==> config.mk <==
export PLATFORM = sky130hd
export DESIGN_NAME = phy_cr_master
export DESIGN_NICKNAME = d
export VERILOG_FILES = /design/src/rtl/phy_cr_pkg.sv /design/src/rtl/cr_pulse_gen.sv /design/src/rtl/cr_sequencer.sv /design/src/rtl/phy_cr_master.sv
export SDC_FILE = /design/constraint.sdc
export NUM_CORES = 1
export LEC_CHECK = 0
export ABC_AREA = 1
export CAP_MARGIN = 20
export CORE_MARGIN = 1
export CORE_UTILIZATION = 25
export DETAILED_ROUTE_END_ITERATION = 8
export MAX_ROUTING_LAYER = met4
export PLACE_DENSITY = 0.46
export SETUP_SLACK_MARGIN = 0.3
export SYNTH_ARGS = -nofsm -noshare
export SYNTH_HDL_FRONTEND = slang
export SYNTH_HIERARCHICAL = 1
export SYNTH_SLANG_ARGS = --single-unit
==> constraint.sdc <==
create_clock -name clk -period 2.4 [get_ports clk]
set_input_delay 0.48 -clock clk [delete_from_list [all_inputs] [get_ports clk]]
set_output_delay 0.48 -clock clk [all_outputs]
set_load 0.01 [all_outputs]
==> src/rtl/phy_cr_pkg.sv <==
// Shared types for the control-register port master.
// Assumes: nothing beyond IEEE 1800-2017.
package phy_cr_pkg;

    // Transaction sequencer states
    typedef enum logic [3:0] {
        ST_IDLE,
        ST_FLUSH,
        ST_SELECT,
        ST_PRESENT,
        ST_ENABLE,
        ST_STROBE,
        ST_SAMPLE,
        ST_POLLCLK,
        ST_SETTLE
    } seq_state_t;

endpackage

==> src/rtl/cr_pulse_gen.sv <==
// Emits one full control-clock pulse per go request: HALF_PERIOD system
// clocks high, then HALF_PERIOD low, then a one-cycle pulse_done.
// Assumes: go is raised only while the generator is idle.
module cr_pulse_gen #(
    parameter int HALF_PERIOD = 4
) (
    input  logic clk,
    input  logic rst_n,
    input  logic go,
    output logic cr_clk,
    output logic pulse_done
);
    localparam int CW = (HALF_PERIOD > 1) ? $clog2(HALF_PERIOD) : 1;

    typedef enum logic [1:0] {PG_IDLE, PG_HIGH, PG_LOW} pg_state_t;

    pg_state_t     state;
    logic [CW-1:0] cnt;

    // Phase counter: high phase, then low phase, then report completion
    always_ff @(posedge clk) begin
        if (!rst_n) begin
            state      <= PG_IDLE;
            cnt        <= '0;
            cr_clk     <= 1'b0;
            pulse_done <= 1'b0;
        end else begin
            pulse_done <= 1'b0;
            case (state)
                PG_IDLE: begin
                    if (go) begin
                        state  <= PG_HIGH;
                        cnt    <= '0;
                        cr_clk <= 1'b1;
                    end
                end
                PG_HIGH: begin
                    if (cnt == CW'(HALF_PERIOD - 1)) begin
                        state  <= PG_LOW;
                        cnt    <= '0;
                        cr_clk <= 1'b0;
                    end else begin
                        cnt <= cnt + 1'b1;
                    end
                end
                PG_LOW: begin
                    if (cnt == CW'(HALF_PERIOD - 1)) begin
                        state      <= PG_IDLE;
                        pulse_done <= 1'b1;
                    end else begin
                        cnt <= cnt + 1'b1;
                    end
                end
                default: state <= PG_IDLE;
            endcase
        end
    end

    // a go arriving mid-pulse would be lost
    go_only_idle_chk: assert property (@(posedge clk) disable iff (!rst_n)
        go |-> (state == PG_IDLE));

    // the clock never stays high past its high phase
    clk_high_phase_chk: assert property (@(posedge clk) disable iff (!rst_n)
        cr_clk |-> (state == PG_HIGH));

endmodule

==> src/rtl/cr_sequencer.sv <==
// Runs one control-port transaction: flush pulses, select, address/data,
// enable strobe, then bounded acknowledge polling with settle waits.
// Assumes: pulse_done follows every pulse_go after a full control-clock pulse.
module cr_sequencer
    import phy_cr_pkg::*;
#(
    parameter int AW           = 16,
    parameter int DW           = 16,
    parameter int FLUSH_PULSES = 100,
    parameter int MAX_POLLS    = 10,
    parameter int SETTLE       = 6
) (
    input  logic          clk,
    input  logic          rst_n,
    input  logic          req_start,
    input  logic          req_write,
    input  logic [AW-1:0] req_addr,
    input  logic [DW-1:0] req_wdata,
    output logic          ready,
    output logic          done,
    output logic          error,
    output logic [DW-1:0] rdata,
    output logic          pulse_go,
    input  logic          pulse_done,
    output logic          cr_sel,
    output logic [AW-1:0] cr_addr,
    output logic [DW-1:0] cr_wdata,
    output logic          cr_wr_en,
    output logic          cr_rd_en,
    input  logic          cr_ack,
    input  logic [DW-1:0] cr_rdata
);
    localparam int FW = $clog2(FLUSH_PULSES + 1);
    localparam int MW = $clog2(MAX_POLLS + 1);
    localparam int SW = $clog2(SETTLE + 1);

    seq_state_t    state;
    logic [FW-1:0] flush_cnt;
    logic [MW-1:0] miss_cnt;
    logic [SW-1:0] settle_cnt;
    logic          lat_write;
    logic [AW-1:0] lat_addr;
    logic [DW-1:0] lat_wdata;

    // Ready only while no transaction is in flight
    assign ready = (state == ST_IDLE);

    // Transaction state machine and port drivers
    always_ff @(posedge clk) begin
        if (!rst_n) begin
            state      <= ST_IDLE;
            flush_cnt  <= '0;
            miss_cnt   <= '0;
            settle_cnt <= '0;
            lat_write  <= 1'b0;
            lat_addr   <= '0;
            lat_wdata  <= '0;
            done       <= 1'b0;
            error      <= 1'b0;
            rdata      <= '0;
            pulse_go   <= 1'b0;
            cr_sel     <= 1'b0;
            cr_addr    <= '0;
            cr_wdata   <= '0;
            cr_wr_en   <= 1'b0;
            cr_rd_en   <= 1'b0;
        end else begin
            done     <= 1'b0;
            error    <= 1'b0;
            pulse_go <= 1'b0;
            case (state)
                ST_IDLE: begin
                    if (req_start) begin
                        lat_write <= req_write;
                        lat_addr  <= req_addr;
                        lat_wdata <= req_wdata;
                        flush_cnt <= '0;
                        pulse_go  <= 1'b1;
                        state     <= ST_FLUSH;
                    end
                end
                ST_FLUSH: begin
                    if (pulse_done) begin
                        if (flush_cnt == FW'(FLUSH_PULSES - 1)) begin
                            state <= ST_SELECT;
                        end else begin
                            flush_cnt <= flush_cnt + 1'b1;
                            pulse_go  <= 1'b1;
                        end
                    end
                end
                ST_SELECT: begin
                    cr_sel <= 1'b1;
                    state  <= ST_PRESENT;
                end
                ST_PRESENT: begin
                    cr_addr  <= lat_addr;
                    cr_wdata <= lat_write ? lat_wdata : '0;
                    state    <= ST_ENABLE;
                end
                ST_ENABLE: begin
                    cr_wr_en <= lat_write;
                    cr_rd_en <= !lat_write;
                    pulse_go <= 1'b1;
                    state    <= ST_STROBE;
                end
                ST_STROBE: begin
                    if (pulse_done) begin
                        cr_wr_en <= 1'b0;
                        cr_rd_en <= 1'b0;
                        miss_cnt <= '0;
                        state    <= ST_SAMPLE;
                    end
                end
                ST_SAMPLE: begin
                    if (cr_ack) begin
                        done   <= 1'b1;
                        rdata  <= lat_write ? '0 : cr_rdata;
                        cr_sel <= 1'b0;
                        state  <= ST_IDLE;
                    end else begin
                        miss_cnt <= miss_cnt + 1'b1;
                        pulse_go <= 1'b1;
                        state    <= ST_POLLCLK;
                    end
                end
                ST_POLLCLK: begin
                    if (pulse_done) begin
                        settle_cnt <= '0;
                        state      <= ST_SETTLE;
                    end
                end
                ST_SETTLE: begin
                    if (settle_cnt == SW'(SETTLE - 1)) begin
                        if (miss_cnt == MW'(MAX_POLLS)) begin
                            done   <= 1'b1;
                            error  <= 1'b1;
                            rdata  <= '0;
                            cr_sel <= 1'b0;
                            state  <= ST_IDLE;
                        end else begin
                            state <= ST_SAMPLE;
                        end
                    end else begin
                        settle_cnt <= settle_cnt + 1'b1;
                    end
                end
                default: state <= ST_IDLE;
            endcase
        end
    end


    enables_exclusive_chk: assert property (@(posedge clk) disable iff (!rst_n)
        $onehot0({cr_wr_en, cr_rd_en}));


    enable_needs_sel_chk: assert property (@(posedge clk) disable iff (!rst_n)
        (cr_wr_en || cr_rd_en) |-> cr_sel);


    sel_drop_with_done_chk: assert property (@(posedge clk) disable iff (!rst_n)
        $fell(cr_sel) |-> done);


    done_single_cycle_chk: assert property (@(posedge clk) disable iff (!rst_n)
        done |=> !done);


    error_with_done_chk: assert property (@(posedge clk) disable iff (!rst_n)
        error |-> done);


    timeout_zero_data_chk: assert property (@(posedge clk) disable iff (!rst_n)
        error |-> (rdata == '0));


    miss_bound_chk: assert property (@(posedge clk) disable iff (!rst_n)
        miss_cnt <= MW'(MAX_POLLS));

endmodule

==> src/rtl/phy_cr_master.sv <==
// Top of the control-register port master: a sequencer that steps each
// transaction and a pulse generator that forms the slow control clock.
// Assumes: cr_ack and cr_rdata are synchronous to clk.
module phy_cr_master #(
    parameter int HALF_PERIOD  = 4,
    parameter int FLUSH_PULSES = 100,
    parameter int MAX_POLLS    = 10,
    parameter int SETTLE       = 6
) (
    input  logic        clk,
    input  logic        rst_n,
    input  logic        req_start,
    input  logic        req_write,
    input  logic [15:0] req_addr,
    input  logic [15:0] req_wdata,
    output logic        ready,
    output logic        done,
    output logic        error,
    output logic [15:0] rdata,
    output logic        cr_clk,
    output logic        cr_sel,
    output logic [15:0] cr_addr,
    output logic [15:0] cr_wdata,
    output logic        cr_wr_en,
    output logic        cr_rd_en,
    input  logic        cr_ack,
    input  logic [15:0] cr_rdata
);
    localparam int AW = 16;
    localparam int DW = 16;

    logic pulse_go;
    logic pulse_done;

    cr_sequencer #(
        .AW(AW), .DW(DW), .FLUSH_PULSES(FLUSH_PULSES),
        .MAX_POLLS(MAX_POLLS), .SETTLE(SETTLE)
    ) u_seq (
        .clk(clk), .rst_n(rst_n),
        .req_start(req_start), .req_write(req_write),
        .req_addr(req_addr), .req_wdata(req_wdata),
        .ready(ready), .done(done), .error(error), .rdata(rdata),
        .pulse_go(pulse_go), .pulse_done(pulse_done),
        .cr_sel(cr_sel), .cr_addr(cr_addr), .cr_wdata(cr_wdata),
        .cr_wr_en(cr_wr_en), .cr_rd_en(cr_rd_en),
        .cr_ack(cr_ack), .cr_rdata(cr_rdata)
    );

    cr_pulse_gen #(.HALF_PERIOD(HALF_PERIOD)) u_pulse (
        .clk(clk), .rst_n(rst_n), .go(pulse_go),
        .cr_clk(cr_clk), .pulse_done(pulse_done)
    );

endmodule

Yosys cells after proc, flatten, opt, wreduce, memory -nomap -nowiden:

Index checks and enable logic that the tools add are counted.

* flip-flop bits (word level): 111
* bits of input ports: 53

* add/sub/neg operators: 4
* eq/ne operators: 29
* muxes and demuxes: 53
* reduce and logical (&&, ||, !) cells: 24

Operators by type and width (number)
* $mux 16: 5
* $pmux 4 s9: 1
* $mux 4: 8
* $pmux 16 s2: 1
* $mux 7: 3
* $eq 4x3->1 const B: 4
* $ne 2x1->1 const B: 8
* $reduce_and 3->1: 5
* $mux 1: 14
* $ne 2x2->1 const B: 7
* $pmux 7 s2: 1
* $mux 2: 6
* $mux 3: 4
* $pmux 2 s3: 2
* $reduce_and 4->1: 3
* $reduce_bool 2->1: 6
* $eq 4x2->1 const B: 2
* $eq 4x4->1 const B: 2
* $pmux 1 s2: 4
* $pmux 4 s2: 1
* $reduce_and 2->1: 4
* $add 7x1->7 const B: 1
* $eq 7x7->1 const B: 1
* $pmux 3 s2: 1
* 14 further kinds: 16

Logic depth before layout (Yosys ltp):

Gate-level depths: netlist of run 1.

* depth after elaboration: 4
* gate-level depth with buffers: 10
* gate-level depth less buffers: 10

Hierarchy:

Netlist of run 1, hierarchy kept.

Modules (own cells, without submodules)
* cr_sequencer: times used 1, cells each 535, area an instance 4156.5 µm²
* cr_pulse_gen: times used 1, cells each 69, area an instance 447.9 µm²

Worst setup path before layout of run 1:

Ideal clock, no wire load.

* kind: flip-flop to output port
* start: register u_seq.state[3]
* end: output port ready
* data arrival time: 961 ps
* setup slack: 959 ps
* stages on the path, launching flop included: 5
* cell sequence: dfxtp_1 -> nor2_1 -> nand2_1 -> inv_2 -> buf_2

* word-level cells in the longest chain between the ends: 1

Ends and longest elaborated chain
* from (decl): RTL line cr_sequencer.sv:37 `seq_state_t state;`
* from (signal assigned): RTL line cr_sequencer.sv:51 `state <= ST_IDLE;`
* from (signal assigned): RTL line cr_sequencer.sv:79 `state <= ST_FLUSH;`
* from (signal assigned): RTL line cr_sequencer.sv:85 `state <= ST_SELECT;`
* $logic_not 4->1: RTL line cr_sequencer.sv:46 `assign ready = (state == ST_IDLE);`
* to (decl): RTL line phy_cr_master.sv:16 `output logic ready,`

Every way passes these cells.

Worst setup path in the final report of run 1:

Same ends and word-level chain as after synthesis.

==> results.ini, run 1 <==
[hold_path]
min_to=u_seq/cr_addr[10]$_SDFFE_PN0N_
hp-start=u_seq/lat_addr[10]$_SDFFE_PN0P_
min_path_cells=2
min-delay-path-class=reg2reg

[sta]
max_freq_mhz=513
setup_viol=0
period_share_pct=81.2
hold_violations=0
drv_slew=0
tightestPinTransition_ns=0.447
relSlewSlack_pct=70.1
finalClockSkew_ns=0.00642
finalCriticalPeriod_ns=1.95
setup_ws_ns=0.452
fin_tns_setup_ns=0
rsz0062_at_grt=false

[die]
die_h_um=138
die_x_um=138
num_rows=49
initial_core_util_pct=25.5
ios=108
die-area_um2=19000
core_area_um2=18000

[routing]
route.top_layer_used=met4
ant_nets=0
vias_per_cell=4.37
drc_errors=0
wl_met2_um=5510
drt-met1-wl_um=5630
vias=4095
wirelength_um=12100
wl_per_cell_um=13.0
drtIter0Drc=168
wl_met3_um=860
drtPass1Iterations=4

[critical_path]
crit_type=reg2out
r2r_setup_slack_ns=0.58
worstReg2RegEnd=u_seq/cr_wdata[12]$_SDFFE_PN0N_
critPathArrivalTime_ns=1.47
cp_max_fo=4
required_ns=1.92
start_kind=flop
r2r_cells=5
crit_path_end_kind=primary output
r2r_start=u_seq/state[0]$_SDFFE_PN0P_

[cts]
clkLatencyLatePin_ns=0.35
clk_pin_slew_ns=0.07
cts_root_buf=clkbuf_16
cts_tree=built
numCtsBuffers=9
cts_htree_levels=3
clock_path_buffers=2
clock-sinks=111

[pwr]
p_per_area_nw_per_um2=791
ir_drop_v=0.000345
p_leak_nw=2.43

[final_layout]
nets=770
fillers=1903
design_area_um2=6230
layout_common_cells=124 x nand2_1, 111 x dfxtp_1, 106 x clkdlybuf4s50_1
area_delta_synth_final_pct=35.4
antenna_cells=0
layout-drive-gt1-share_pct=7.06
mostFrequentLayoutCell=nand2_1
stdcell_count=937

[global_route]
grt_pass1_wl_um=19600
track_usage_pct=13.9
grt_pass1_vias=3960
grt_max_degree=45
antenna_found_initial=0
grt_overflow=0

[place]
dp_slack_ns=0.452
placedCellCount=921
hpwl_um=8770
port_buffers=107
place_congestion=0.855
dpl-instance-area_um2=5900

[yosys]
syn_area_um2=4600
synth-seq-area-share_pct=48.3
synth-seq-cells=111
avgSynthCellArea_um2=7.62
synth_edf_count=0
syn_inst=604
ys_warn_count=6
ys_types=32
async_flop_share_pct=0
ys_dominant_reg_cell=dfxtp_1
synth_nets=671

[run_status]
outcome=finished clean

[flow_run]
drv_cap=0

metal layers:
metal	track usage, %	vias to the layer above
met5	-	-
met4	4.11	0
met3	5.26	9
met2	21.1	93
met1	17.0	1859
li1	-	2134
power breakdown:
part / leakage, nW / switching, mW / internal (mW) / total [mW]
Sequential: 0.902 / 0.0982 / 2.01 / 2.11
Clock: 0.154 / 0.707 / 0.928 / 1.63
Combinational: 1.38 / 0.734 / 0.449 / 1.18
cell usage after synthesis (all sizes together), types with 2 or more instances:
master	count	area (um2)
nand2	129	497
dfxtp	111	2220
a21oi	80	404
inv	71	267
nand3	58	308
o21ai	52	275
nor2	44	190
buf	14	93.8
ha	14	175
clkbuf	13	48.8
xor2	5	43.8
nor3	3	15.0
nand3b	2	15.0
state kept, by name, summed over array words and instances, names as in the netlist, 2 cells and up:
name / count
u_seq/cr_wdata: 16
u_seq/cr_addr: 16
u_seq/rdata: 16
u_seq/state: 4
u_seq/flush_cnt: 7
u_seq/lat_addr: 16
u_seq/miss_cnt: 4
u_seq/settle_cnt: 3
u_pulse/state: 2
u_pulse/cnt: 2
u_seq/lat_wdata: 16
critical path, cell delays in order, from the launching register on:
cell,delay [ns]
dfxtp_1,0.36
nor2_2,0.20
nand2_1,0.15
inv_2,0.11
dlygate4sd2_1,0.30
cell type report:
cell class	count	area (um2)	share of cell area, %
inverter	72	270	4.34
timing repair buffer	115	1140	18.3
clock inverter	7	104	1.67
multi-input combinational	394	1980	31.8
tap	229	287	4.60
clock buffer	9	225	3.61
sequential	111	2220	35.7
cell families after synthesis:
family / count (synthesis) / share of synthesized area (%)
buffers and inverters: 99 / 8.97
adders and majority gates: 14 / 3.80
AOI/OAI and AO/OA: 135 / 15.2
DFF: 111 / 48.3
xor gates and xnor gates: 5 / 0.951
and+or+nand+nor: 240 / 22.8
repair_timing:
action                     in CTS  in global routing
buffers inserted                0                  0
hold buffers                    0                  0
resized for setup               3                  0
setup endpoints to repair       1                  0
per-stage QoR:
step	power, mW	hold slack [ns]	util [%]
5_1_grt	5.26	0.466	34.6
3_3_place_gp	3.33	0.440	32.7
4_1_cts	5.01	0.455	34.6
2_1_floorplan	2.95	0.430	-
6_report	4.93	0.452	34.6
3_5_place_dp	3.35	0.445	32.7
worst max path at each step:
stage / startpoint / to / depth (start not counted)
2_1_floorplan: u_seq/state[3]$_SDFFE_PN0P_ / ready / 4
4_1_cts: u_seq/state[3]$_SDFFE_PN0P_ / ready / 4
3_3_place_gp: u_seq/state[2]$_SDFFE_PN0P_ / ready / 4
6_report: u_seq/state[3]$_SDFFE_PN0P_ / ready / 4
3_5_place_dp: rst_n / u_seq/rdata[5]$_SDFFE_PN0P_ / 4
5_1_grt: u_seq/state[3]$_SDFFE_PN0P_ / ready / 4
Note: power is estimated with default switching activity, not from simulation.
==> inputs of run 2 (changes only) <==
Clock period 2.4 ns to 2.05 ns, I/O delays scaled along.
==> results.ini, run 2 (same netlist as run 1, synthesis figures left out) <==
[run_status]
outcome=finished clean

[critical_path]
worstReg2RegEnd=u_seq/lat_addr[9]$_SDFFE_PN0P_
max_stage_delay_ns=0.37
crit_family=flip-flops
r2r_cells=8
crit_path_end_kind=primary output
r2r_setup_slack_ns=0.46
cp_max_fo=5
crit_type=reg2out
start_kind=flop
crit_path_top_delay_cell=dfxtp_1
r2r_start=u_seq/state[1]$_SDFFE_PN0P_
cp_num_buf_inv=2
critPathArrivalTime_ns=1.29
required_ns=1.64
crit_chain=nor2_4 -> nand2_2 -> inv_2 -> clkdlybuf4s15_1

[cts]
numCtsBuffers=9
clock-sinks=111
clk_pin_slew_ns=0.07
cts_hold_buf=0
cts_htree_levels=3
cts_root_buf=clkbuf_16
cts_tree=built
clock_path_buffers=2
clkLatencyLatePin_ns=0.36

[pwr]
power_switching_mw=1.84
ir_drop_v=0.000415
p_int_mw=4.00
p_per_area_nw_per_um2=929
pwr-share-comb_pct=24.6
switching_share_pct=31.6
power_mw=5.85
p_seq_share_pct=42.3
p_leak_nw=2.52
p_clk_share_pct=33.1

[place]
port_buffers=107
hpwl_um=8830
place_congestion=0.835
dpl-instance-area_um2=5920
dp_slack_ns=0.0999

[final_layout]
antenna_cells=0
regArea_um2=2220
area_delta_synth_final_pct=36.7
design_area_um2=6290
final_util_pct=34.9
multiInputGateArea_um2=1990
mostFrequentLayoutCell=nand2_1
nets=775
fillers=1902
layout_common_cells=123 x nand2_1, 110 x dfxtp_1, 103 x clkdlybuf4s50_1
layout-drive-gt1-share_pct=8.13

[routing]
wl_per_cell_um=13.2
drtPass1Iterations=5
drc_errors=0
vias=4162
wirelength_um=12400
ant_nets=0
vias_per_cell=4.42
drtIter0Drc=223

[sta]
drv_slew=0
finalClockSkew_ns=0.00664
hold_violations=0
finalCriticalPeriod_ns=1.70
setup_viol=0
tightestPinTransition_ns=0.495
relSlewSlack_pct=66.7
rsz0062_at_grt=true
period_share_pct=82.8
max_freq_mhz=589
fin_tns_setup_ns=0
setup_ws_ns=0.353

[global_route]
grt_pass1_wl_um=20200
track_usage_pct=14.3
antenna_found_initial=0
grt_overflow=0
grt_pass1_vias=4125
grt_max_degree=45

[hold_path]
hp-start=u_seq/lat_addr[2]$_SDFFE_PN0P_
min_path_cells=2
min-delay-path-class=reg2reg
min_to=u_seq/lat_addr[2]$_SDFFE_PN0P_

[die]
ios=108
core_area_um2=18000
die_h_um=138
die_x_um=138
initial_core_util_pct=25.5
num_rows=49
die-area_um2=19000

[flow_run]
drv_cap=0

run 2: how the worst max path moves through the flow:
stage	startpoint	endpoint	slack [ns]	cells after the start
after floorplan	u_seq/state[3]$_SDFFE_PN0P_	ready	0.68	4
after global placement	rst_n	u_seq/rdata[5]$_SDFFE_PN0P_	0.18	4
after detailed placement	rst_n	u_seq/rdata[7]$_SDFFE_PN0P_	0.1	4
after CTS	u_seq/state[3]$_SDFFE_PN0P_	ready	0.32	4
after global routing	u_seq/state[3]$_SDFFE_PN0P_	ready	0.27	4
final	u_seq/state[1]$_SDFFE_PN0P_	ready	0.35	4
run 2: worst min-delay path: stages, from the launching register on:
cell	delay [ns]
dfxtp_1	0.30
inv_1	0.06
a21oi_1	0.05
run 2: metal layers:
layer	up-vias	track usage, %	routed length, um
met5	-	-	0
met4	0	4.71	160
met3	12	4.64	846
met2	96	21.8	5620
met1	1901	17.7	5800
li1	2153	-	-
run 2: layout make-up:
| cell class | count | share of cell area [%] |
|---|---|---|
| Clock buffer | 9 | 3.58 |
| Sequential cell | 111 | 35.3 |
| Timing Repair Buffer | 120 | 19.1 |
| Multi-Input combinational cell | 394 | 31.6 |
| Tap cell | 229 | 4.55 |
| Clock inverter | 7 | 1.61 |
| Inverter | 72 | 4.29 |
run 2: power by group through the flow:
stage / combinational [mW] / sequential, mW / clock [mW]
floorplan: 0.945 / 2.51 / 0
global placement: 1.40 / 2.51 / 0
detailed placement: 1.42 / 2.52 / 0
CTS: 1.44 / 2.48 / 2.00
global route: 1.64 / 2.50 / 2.09
finish: 1.44 / 2.47 / 1.93
run 2: stage by stage:
step / hold WS [ns] / std cells
after floorplan: 0.430 / 604
after global placement: 0.436 / 924
after detailed placement: 0.443 / 924
after CTS: 0.457 / 941
after global routing: 0.477 / 942
final: 0.454 / 942
run 2: timing repair:
action	in CTS	in global routing
pin swaps	1	1
setup endpoints to repair	1	17
gates resized for setup	4	6
buffers inserted	1	1
